`src/rtl/xbar_route_pkg.sv`:
```
package xbar_route_pkg;
  localparam int NREQ   = 3;
  localparam int NPORT  = 4;
  localparam int ADDR_W = 32;

  // requester indices, lower index = higher priority
  localparam int RQ_DATA  = 0;
  localparam int RQ_FETCH = 1;
  localparam int RQ_DEBUG = 2;

  typedef enum logic [1:0] {
    PT_ICODE = 2'd0,
    PT_DCODE = 2'd1,
    PT_SYS   = 2'd2,
    PT_PPB   = 2'd3
  } port_e;

  typedef struct packed {
    logic  hit;
    logic  fault;
    port_e port;
  } route_t;
endpackage

```
`src/rtl/route_decode.sv`:
```
module route_decode
  import xbar_route_pkg::*;
#(
  parameter bit IS_FETCH = 1'b0
) (
  input  logic              valid,
  input  logic [ADDR_W-1:0] addr,
  input  logic [1:0]        size,
  input  logic              priv,
  output route_t            route
);
  logic code_win, pp_region, ppb_win, int_win;

  always_comb begin
    code_win  = (addr[31:29] == 3'b000);
    pp_region = (addr[31:20] == 12'hE00);
    ppb_win   = pp_region && (addr[19:18] != 2'b00);
    int_win   = pp_region && (addr[19:18] == 2'b00);

    route       = '0;
    route.port  = PT_SYS;
    if (valid) begin
      if (code_win) begin
        route.hit  = 1'b1;
        route.port = IS_FETCH ? PT_ICODE : PT_DCODE;
      end else if (ppb_win) begin
        if (!IS_FETCH && priv && (size == 2'd2)) begin
          route.hit  = 1'b1;
          route.port = PT_PPB;
        end else begin
          route.fault = 1'b1;
        end
      end else if (int_win) begin
        route.fault = 1'b1;
      end else begin
        route.hit  = 1'b1;
        route.port = PT_SYS;
      end
    end
  end
endmodule

```
`src/rtl/port_arbiter.sv`:
```
module port_arbiter #(
  parameter int NR = 3
) (
  input  logic          clk,
  input  logic          rst_n,
  input  logic [NR-1:0] req,
  input  logic          done,
  output logic [NR-1:0] gnt
);
  logic          lock_q, lock_d;
  logic [NR-1:0] own_q, own_d;
  logic [NR-1:0] pick;
  logic          found;
  logic          upd_en;

  // fixed priority: lowest index wins
  always_comb begin
    pick  = '0;
    found = 1'b0;
    for (int i = 0; i < NR; i++) begin
      if (req[i] && !found) begin
        pick[i] = 1'b1;
        found   = 1'b1;
      end
    end
  end

  always_comb begin
    gnt    = lock_q ? own_q : pick;
    lock_d = (|gnt) && !done;
    own_d  = gnt;
    upd_en = (|gnt) || lock_q;
  end

  always_ff @(posedge clk or negedge rst_n) begin
    if (!rst_n) begin
      lock_q <= 1'b0;
      own_q  <= '0;
    end else if (upd_en) begin
      lock_q <= lock_d;
      own_q  <= own_d;
    end
  end
endmodule

```
`src/rtl/bus_route_top.sv`:
```
module bus_route_top
  import xbar_route_pkg::*;
#(
  parameter int DATA_W = 32,
  parameter int PPB_AW = 20
) (
  input  logic                                clk,
  input  logic                                rst_n,
  input  logic [NREQ-1:0]                     rq_valid,
  input  logic [NREQ-1:0][ADDR_W-1:0]         rq_addr,
  input  logic [NREQ-1:0]                     rq_write,
  input  logic [NREQ-1:0][1:0]                rq_size,
  input  logic [NREQ-1:0]                     rq_priv,
  input  logic [NREQ-1:0][DATA_W-1:0]         rq_wdata,
  output logic [NREQ-1:0]                     rq_ready,
  output logic [NREQ-1:0]                     rq_err,
  output logic [NREQ-1:0][DATA_W-1:0]         rq_rdata,
  output logic [NPORT-1:0]                    dp_valid,
  output logic [NPORT-1:0][ADDR_W-1:0]        dp_addr,
  output logic [NPORT-1:0]                    dp_write,
  output logic [NPORT-1:0][1:0]               dp_size,
  output logic [NPORT-1:0][DATA_W-1:0]        dp_wdata,
  input  logic [NPORT-1:0]                    dp_ready,
  input  logic [NPORT-1:0]                    dp_err,
  input  logic [NPORT-1:0][DATA_W-1:0]        dp_rdata
);
  localparam logic [ADDR_W-1:0] PPB_MASK = ADDR_W'((64'd1 << PPB_AW) - 64'd1);

  route_t                           rt [NREQ];
  logic [NPORT-1:0][NREQ-1:0]       port_req;
  logic [NPORT-1:0][NREQ-1:0]       port_gnt;

  for (genvar r = 0; r < NREQ; r++) begin : g_dec
    route_decode #(.IS_FETCH(r == RQ_FETCH)) u_dec (
      .valid (rq_valid[r]),
      .addr  (rq_addr[r]),
      .size  (rq_size[r]),
      .priv  (rq_priv[r]),
      .route (rt[r])
    );
  end

  for (genvar p = 0; p < NPORT; p++) begin : g_port
    for (genvar r = 0; r < NREQ; r++) begin : g_req
      assign port_req[p][r] = rt[r].hit && (rt[r].port == port_e'(p));
    end
    port_arbiter #(.NR(NREQ)) u_arb (
      .clk   (clk),
      .rst_n (rst_n),
      .req   (port_req[p]),
      .done  (dp_ready[p]),
      .gnt   (port_gnt[p])
    );
  end

  // port-side request mux
  always_comb begin
    for (int p = 0; p < NPORT; p++) begin
      dp_valid[p] = |port_gnt[p];
      dp_addr[p]  = '0;
      dp_write[p] = 1'b0;
      dp_size[p]  = '0;
      dp_wdata[p] = '0;
      for (int r = 0; r < NREQ; r++) begin
        if (port_gnt[p][r]) begin
          dp_addr[p]  = dp_addr[p]  | rq_addr[r];
          dp_write[p] = dp_write[p] | rq_write[r];
          dp_size[p]  = dp_size[p]  | rq_size[r];
          dp_wdata[p] = dp_wdata[p] | rq_wdata[r];
        end
      end
      if (p == int'(PT_PPB)) begin
        dp_addr[p] = dp_addr[p] & PPB_MASK;
      end
    end
  end

  // requester-side response mux
  always_comb begin
    for (int r = 0; r < NREQ; r++) begin
      rq_ready[r] = rt[r].fault;
      rq_err[r]   = rt[r].fault;
      rq_rdata[r] = '0;
      for (int p = 0; p < NPORT; p++) begin
        if (port_gnt[p][r] && dp_ready[p]) begin
          rq_ready[r] = 1'b1;
          rq_err[r]   = rq_err[r] | dp_err[p];
          rq_rdata[r] = rq_rdata[r] | dp_rdata[p];
        end
      end
    end
  end
endmodule

```
`config.mk`:
```
export PLATFORM = sky130hd
export DESIGN_NAME = bus_route_top
export DESIGN_NICKNAME = d
export VERILOG_FILES = /design/src/rtl/xbar_route_pkg.sv /design/src/rtl/route_decode.sv /design/src/rtl/port_arbiter.sv /design/src/rtl/bus_route_top.sv
export SDC_FILE = /design/constraint.sdc
export NUM_CORES = 1
export LEC_CHECK = 0
export ABC_AREA = 1
export BUFFER_PORTS_ARGS = -buffer_cell sky130_fd_sc_hd__buf_4
export CAP_MARGIN = 5
export CORE_AREA = 2 2 277 279
export CTS_CLUSTER_SIZE = 12
export DETAILED_ROUTE_END_ITERATION = 6
export DIE_AREA = 0 0 279 281
export HOLD_SLACK_MARGIN = 0.05
export MAX_ROUTING_LAYER = met4
export PLACE_DENSITY_LB_ADDON = 0.2
export SLEW_MARGIN = 20
export SYNTH_ARGS = -nofsm -noshare
export SYNTH_HDL_FRONTEND = slang
export SYNTH_SLANG_ARGS = --single-unit
export TNS_END_PERCENT = 100
```
`constraint.sdc`:
```
create_clock -name clk -period 3.4 [get_ports clk]
set_input_delay 0.34 -clock clk [delete_from_list [all_inputs] [get_ports clk]]
set_output_delay 0.34 -clock clk [all_outputs]
set_load 0.01 [all_outputs]
```
Word-level counts from Yosys, hierarchy flattened. Index checks and enable logic that the tools add are counted.

Logic and storage cells: 283. Register bits after elaboration: 16. Input port bits: 345. Output and inout bits: 374.

Reductions and logical operators: 76. Multiplexer cells: 132. Equality and inequality tests: 14. Bitwise gates (word level): 53.

Operators with widths (count): $mux W32 (33); $or A32 B32 Y32 (23); $mux W1 (72); $mux W20 (3); $logic_and A1 B1 Y1 (44); $or A20 B20 Y20 (2); $eq A12 B12 Y1 const B (3); $mux W2 (15); $mux W4 (5); $or A1 B1 Y1 (20); $eq A2 B2 Y1 const B (8); $or A2 B2 Y2 (8); $logic_not A1 Y1 (12); $logic_not A2 Y1 (6); $mux W3 (4); $reduce_or A3 Y1 (4); $logic_not A3 Y1 (3); $eq A2 B1 Y1 const B (3); $reduce_bool A2 Y1 (3); $logic_or A1 B1 Y1 (4).

Longest topological paths before layout. Gate-level depths: netlist (run 1).

Word-level depth: 24. Mapped depth: 13. Depth with buffers taken out: 11.

Modules after synthesis. From an unflattened synthesis (run 1), not the netlist that was laid out.

Cell total of the unflattened synthesis: 1980. Area total of the unflattened synthesis: 9297.7 sq um.

Modules (own cells, without submodules): bus_route_top (cells an instance 1752, area each 7851.3 sq um, instances 1, sequential area each 0.0 sq um); port_arbiter (cells an instance 28, area each 236.5 sq um, instances 4, sequential area each 100.1 sq um); route_decode at g_dec[0].u_dec ... (cells an instance 44, area each 188.9 sq um, instances 2, sequential area each 0.0 sq um); route_decode at g_dec[1].u_dec (cells an instance 28, area each 122.6 sq um, instances 1, sequential area each 0.0 sq um).

Worst setup path after synthesis (run 1). OpenSTA, ideal clock, no wires.

Path type: input to output. Start point: in rq_addr[24] in the netlist's numbering. End point: out dp_addr[66] in the netlist's numbering. Arrival time: 1.531 ns. Buffers on the path: 1. Path slack: 1.529 ns. Stages on the path: 10. Data required time: 3.060 ns. Path through: inv_1 > nand2_1 > nor2_1 > nand3_1 > nand2_1 > nand2_2 > o21bai_4 > clkbuf_1 > a21oi_1 > o21ai_1.

RTL lines: start, declared (RTL line bus_route_top.sv:10) `input logic [NREQ-1:0][ADDR_W-1:0] rq_addr,`; end, declared (RTL line bus_route_top.sv:19) `output logic [NPORT-1:0][ADDR_W-1:0] dp_addr,`.

==> results.py, run 1 <==
metrics = {
    "timing": {
        "setup_viol": 0,
        "rsz0062_at_grt": "no",
        "max_freq_ghz": 0.356,
        "fin_crit_sh": 0.825,
        "worst_pin_slew_ns": 0.839,
        "final.min_clock_period_ns": 2.81,
        "slew_headroom": 0.441,
        "maxSlewViolCount": 0,
        "fin_setup_tns_ns": 0,
        "hold_viol": 0,
        "clock_skew_ns": 0.00308,
    },
    "cts": {
        "numClockSinks": 16,
        "clkLatencyLatePin_ns": 0.25,
        "tritoncts": "yes",
        "cts_buffer_depth": 2,
        "clk_transition_reported_paths_ns": 0.05,
        "cts_root_buf": "clkbuf_16",
        "h-tree-depth": 1,
        "numCtsBuffers": 3,
        "postCtsSetupBuffers": 0,
    },
    "power_and_ir_drop": {
        "p_int_w": 0.00179,
        "p_seq_frac": 0.069,
        "p_sw_frac": 0.531,
        "ir_drop_v": 0.000221,
        "p_sw_w": 0.00203,
        "p_comb_frac": 0.864,
        "clkPwrFrac": 0.067,
        "leakage_nw": 7.59,
        "powerDensity_nw_per_um2": 253,
    },
    "worst_setup_path": {
        "required_ns": 3.06,
        "max_stage_delay_ns": 0.59,
        "crit_path_end_kind": "output pin",
        "cpMostUsedCell": "nand2_1",
        "start_kind": "input port",
        "arrival_ns": 2.47,
        "path_cells": "buf_4 -> inv_1 -> nand2_1 -> nor2_1 -> nand2_1 -> nor2_1 -> nand2_1 -> nand4_1 -> nand2_2 -> inv_2 -> buf_12 -> o21ai_0 -> buf_4",
        "cp_max_fo": 31,
        "critPathSlowestCell": "inv_2",
        "critPathKind": "in -> out",
    },
    "floorplan": {
        "rows": 101,
        "die_area_sq_um": 78400,
        "die_h_um": 281,
        "die_x_um": 279,
        "start_util": 0.112,
        "coreArea_sq_um": 75400,
        "io_pins": 719,
    },
    "synthesis": {
        "netlist_instances": 1644,
        "netlist_area_sq_um": 8460,
        "synthTopCellsByArea": "nand2_1 (20%), o221ai_1 (14%), inv_1 (12%)",
        "yosys.area.top_type": "nand2_1",
        "synth_top_cell_area_share": 0.198,
        "avgSynthCellArea_sq_um": 5.14,
        "yosysSeqAreaShare": 0.0473,
        "ys_ff_latch": 16,
        "yosysWarnings": 0,
        "ys_types": 35,
    },
    "global_routing": {
        "grt_pass1_vias": 14245,
        "grt_pass1_wl_mm": 103,
        "grt_max_degree": 69,
        "grtUsageTotal": 0.178,
        "antenna_found_initial": 2,
        "grt_overflow": 0,
    },
    "placement": {
        "dp.cells": 3252,
        "place_congestion": 0.935,
        "hpwlAfterDp_mm": 55.0,
        "port_buffers": 705,
    },
    "finish": {
        "multiInputGateArea_sq_um": 6390,
        "final_layout_size_suffix_gt1_frac": 0.352,
        "final-seq-area_sq_um": 400,
        "syn2layout_area_growth_pct": 78.6,
        "fill_cells": 8818,
        "finalNonFillerCells": 3259,
        "final_nets": 2625,
    },
    "route": {
        "ant_nets": 0,
        "route.detailed.drc": 0,
        "wl_per_cell_um": 22.4,
        "drt-initial-drc-count": 1083,
        "vias": 14716,
        "routed_via_density": 4.52,
        "totalWireLength_mm": 73.1,
        "first_pass_iters": 5,
    },
    "run_status": {
        "status": "finished, final reports clean",
    },
    "worst_hold_path": {
        "hold_class": "in -> reg",
    },
    "flow_run": {
        "cap_violations": 0,
    },
}
## cells in the mapped netlist
| library cell | instances |
|---|---|
| nand2_1 | 447 |
| inv_1 | 264 |
| o221ai_1 | 135 |
| nand3_1 | 113 |
| nor2_1 | 103 |
| o21ai_1 | 96 |
| a21oi_1 | 70 |
| nand4_1 | 69 |
| clkbuf_1 | 61 |
| o22ai_1 | 56 |
| buf_2 | 42 |
| a22oi_1 | 33 |
| nand3b_1 | 33 |
| o21ai_0 | 32 |
| buf_4 | 20 |
| dfrtp_1 | 16 |
| buf_6 | 11 |
| buf_1 | 9 |
| inv_2 | 8 |
| nand2_2 | 4 |
| nor2_2 | 4 |
| nor3_2 | 3 |
| clkinv_1 | 2 |
| o21bai_4 | 2 |
| a21boi_0 | 1 |
| a21boi_1 | 1 |
| a21oi_2 | 1 |
| a31oi_1 | 1 |
| conb_1 | 1 |
| nand2_4 | 1 |
| nor2_4 | 1 |
| nor3_1 | 1 |
| nor4_1 | 1 |
| o21ai_2 | 1 |
| o31ai_1 | 1 |
## cells in the final DEF (no fill, tap or decap), drive strengths merged
| master | instances |
|---|---|
| a21boi | 2 |
| a21oi | 71 |
| a22oi | 33 |
| a31oi | 1 |
| buf | 762 |
| clkbuf | 4 |
| clkinv | 2 |
| conb | 12 |
| dfrtp | 16 |
| diode | 2 |
| dlygate4sd3 | 1 |
| inv | 272 |
| nand2 | 452 |
| nand3 | 113 |
| nand3b | 33 |
| nand4 | 69 |
| nor2 | 108 |
| nor3 | 4 |
| nor4 | 1 |
| o21ai | 129 |
| o21bai | 2 |
| o221ai | 135 |
| o22ai | 56 |
| o31ai | 1 |
## worst max-delay path: cells and delay by family
kind | cells | cell delay (ns)
buffers and inverters | 5 | 1.28
AND/OR/NAND/NOR | 7 | 0.64
AO/OA/AOI/OAI | 1 | 0.13
## state kept, by name (all words and copies together) (netlist names)
name / flops
g_port.u_arb.own_q: 12
g_port.u_arb.lock_q: 4
## through the flow
stage	utilization	setup WS [ns]	hold slack (ns)	total power [W]	area, sq um
2_1_floorplan	-	1.53	0.0444	0.00163	8500
3_3_place_gp	0.199	0.536	0.225	0.00359	15000
3_5_place_dp	0.199	0.530	0.229	0.00357	15000
4_1_cts	0.200	0.533	0.458	0.00385	15100
5_1_grt	0.200	0.314	0.496	0.00408	15100
6_report	0.200	0.594	0.444	0.00383	15100
## power by group through the flow
stage          logic (W)  registers, W  clock network (W)
2_1_floorplan    0.00138      0.000252                  0
3_3_place_gp     0.00333      0.000266                  0
3_5_place_dp     0.00331      0.000265                  0
4_1_cts          0.00332      0.000262           0.000265
5_1_grt          0.00354      0.000268           0.000272
6_report         0.00331      0.000262           0.000258
## repair_timing
action                                  4_1_cts  5_1_grt
hold buffers                                  1        0
gates resized for setup                       0        0
hold endpoints to repair                     16        0
endpoints found under the setup margin        0        0
## path summary, 6_finish.rpt
kind,from,slack (ns),depth (start not counted),end
max reg2reg,g_port[1].u_arb.lock_q,1.62,5,g_port[1].u_arb.own_q[1]
min in group asynchronous,rst_n,0.51,2,g_port[1].u_arb.own_q[1]
max in group asynchronous,rst_n,2.68,2,g_port[3].u_arb.own_q[2]
min reg2reg,g_port[0].u_arb.own_q[1],0.46,2,g_port[0].u_arb.own_q[1]
max,rq_addr[22],0.59,13,dp_wdata[102]
min,rq_valid[1],0.44,3,g_port[0].u_arb.own_q[1]
## layout make-up
class / count / share of cell area
Multi-Input combinational cell: 1222 / 0.423
Timing Repair Buffer: 763 / 0.395
Tap cell: 978 / 0.0810
Inverter: 274 / 0.0681
Sequential cell: 16 / 0.0265
Clock buffer: 4 / 0.00588
Antenna cell: 2 / 0.000331
## cell families after synthesis
group / Yosys count / share of synthesized area
AO/OA/AOI/OAI: 430 / 0.338
buffers and inverters: 417 / 0.210
flip-flops: 16 / 0.0473
other: 1 / 0.000443
AND/OR/NAND/NOR: 780 / 0.405
## per-layer routing
layer	track usage	routed length [um]
met4	0.0316	1170
met2	0.301	35800
met1	0.228	31300
met3	0.0248	4850
met5	-	0
(Power assumes the default switching activity.)
==> run 2: changes to the inputs <==
Clock period 3.4 ns to 2.3 ns, I/O delays scaled along.
==> results.py, run 2 (same netlist as run 1, synthesis figures left out) <==
metrics = {
    "worst_setup_path": {
        "rr_worst_depth": 10,
        "start_kind": "flop",
        "reg2reg_to": "g_port[2].u_arb.lock_q",
        "arrival_ns": 1.99,
        "crit_path_end_kind": "output pin",
        "rr_startpoint": "g_port[2].u_arb.lock_q",
        "r2r_slack_ns": 0.59,
        "critPathKind": "reg -> out",
        "cp_max_fo": 42,
        "required_ns": 2.07,
    },
    "global_routing": {
        "grt_overflow": 0,
        "grtUsageTotal": 0.186,
        "grt_max_degree": 60,
        "antenna_found_initial": 10,
        "grt_pass1_wl_mm": 106,
        "grt_pass1_vias": 14983,
    },
    "power_and_ir_drop": {
        "p_sw_w": 0.00326,
        "ir_drop_v": 0.000324,
        "p_seq_frac": 0.060,
        "powerDensity_nw_per_um2": 388,
        "p_int_w": 0.00318,
        "p_sw_frac": 0.506,
        "p_comb_frac": 0.882,
        "clkPwrFrac": 0.058,
        "leakage_nw": 8.32,
    },
    "floorplan": {
        "rows": 101,
        "die_area_sq_um": 78400,
        "io_pins": 719,
        "die_h_um": 281,
        "coreArea_sq_um": 75400,
        "die_x_um": 279,
        "start_util": 0.112,
    },
    "cts": {
        "cts_buffer_depth": 2,
        "cts_root_buf": "clkbuf_16",
        "clkLatencyLatePin_ns": 0.24,
        "numCtsBuffers": 3,
        "tritoncts": "yes",
        "numClockSinks": 16,
        "clk_transition_reported_paths_ns": 0.05,
        "h-tree-depth": 1,
    },
    "finish": {
        "syn2layout_area_growth_pct": 96.3,
        "multiInputGateArea_sq_um": 6540,
        "top_register": "g_port.u_arb.own_q",
        "final-seq-area_sq_um": 400,
        "mostFrequentLayoutCells": "buf_4 (809), nand2_1 (432), inv_1 (255), o221ai_1 (135), nand3_1 (109)",
        "final_nets": 2735,
        "final_common_cell": "buf_4",
        "finalNonFillerCells": 3371,
        "largest_reg_flops": 12,
        "largestRegisters": "g_port.u_arb.own_q x12, g_port.u_arb.lock_q x4",
        "final_layout_size_suffix_gt1_frac": 0.400,
        "fill_cells": 8731,
        "final_util": 0.220,
    },
    "worst_hold_path": {
        "whs_path_depth": 3,
        "hold_class": "in -> reg",
        "hold_path_end": "g_port[0].u_arb.own_q[1]",
        "holdCritStartpoint": "rq_valid[1]",
    },
    "placement": {
        "place_congestion": 0.936,
        "hpwlAfterDp_mm": 58.2,
        "port_buffers": 705,
        "dp.cells": 3341,
        "preCtsSetupSlack_ns": -0.139,
    },
    "timing": {
        "slew_headroom": 0.594,
        "clock_skew_ns": 0.00304,
        "fin_setup_tns_ns": 0,
        "fin_crit_sh": 0.964,
        "fin_ws_ns": 0.0826,
        "max_freq_ghz": 0.451,
        "hold_viol": 0,
        "maxSlewViolCount": 0,
        "setup_viol": 0,
        "final.min_clock_period_ns": 2.22,
        "worst_pin_slew_ns": 0.608,
    },
    "flow_run": {
        "cap_violations": 0,
    },
    "route": {
        "dr_wl_met2_mm": 37.3,
        "drt-initial-drc-count": 1179,
        "route.detailed.drc": 0,
        "first_pass_iters": 5,
        "routed_via_density": 4.52,
        "wl_met1_mm": 33.3,
        "ant_nets": 0,
        "vias": 15245,
        "totalWireLength_mm": 78.0,
        "routed.top_layer": "met4",
        "wl_per_cell_um": 23.1,
        "met3_length_mm": 5.17,
    },
    "run_status": {
        "status": "finished, final reports clean",
    },
}
-- run 2: what timing repair did --
item,in CTS,in global routing
buffers inserted,5,6
pin swaps,3,11
hold buffers,1,0
cloned,2,8
endpoints found under the hold margin,16,0
resized for setup,14,53
endpoints found under the setup margin,180,182
-- run 2: stage by stage --
stage	power [W]	instance area (sq um)	hold slack (ns)
floorplan	0.00241	8500	-0.0656
global placement	0.00569	15900	0.113
detailed placement	0.00564	15900	0.113
CTS	0.00619	16200	0.390
global route	0.00685	16600	0.420
finish	0.00644	16600	0.401
-- run 2: critical path, stage by stage, from the launching register on --
cell and delay (ns):
dfrtp_1 0.40, buf_4 0.16, inv_1 0.10, nand2_1 0.07, o21ai_2 0.09, inv_2 0.07, buf_12 0.17, nand2_1 0.10
o221ai_1 0.25, buf_4 0.25
-- run 2: worst max-delay path by stage --
stage | startpoint | to | slack [ns] | depth (start not counted)
2_1_floorplan | rq_addr[24] | dp_addr[66] | 0.65 | 10
3_3_place_gp | rq_addr[22] | dp_wdata[109] | -0.15 | 16
3_5_place_dp | rq_size[4] | dp_wdata[122] | -0.14 | 12
4_1_cts | rq_addr[26] | dp_wdata[109] | 0.007 | 16
5_1_grt | rq_addr[29] | rq_rdata[20] | -0.03 | 14
6_report | g_port[0].u_arb.lock_q | dp_wdata[31] | 0.08 | 9
-- run 2: layout make-up --
type                            instances  share of cell area
Tap cell                              978              0.0737
Timing Repair Buffer                  873               0.440
Multi-Input combinational cell       1222               0.394
Antenna cell                            4            0.000603
Clock buffer                            4             0.00535
Sequential cell                        16              0.0241
Inverter                              274              0.0622
-- run 2: power groups by stage --
stage,clock (W),sequential [W],combinational [W]
after floorplan,0,0.000372,0.00204
after global placement,0,0.000389,0.00530
after detailed placement,0,0.000390,0.00525
after CTS,0.000384,0.000385,0.00543
after global routing,0.000405,0.000393,0.00605
final,0.000376,0.000385,0.00568
-- run 2: per-layer routing --
metal  track usage  up-vias
met4        0.0518        0
met2         0.305      750
met5             -        -
met3        0.0313      112
li1              -     7116
met1         0.234     7267
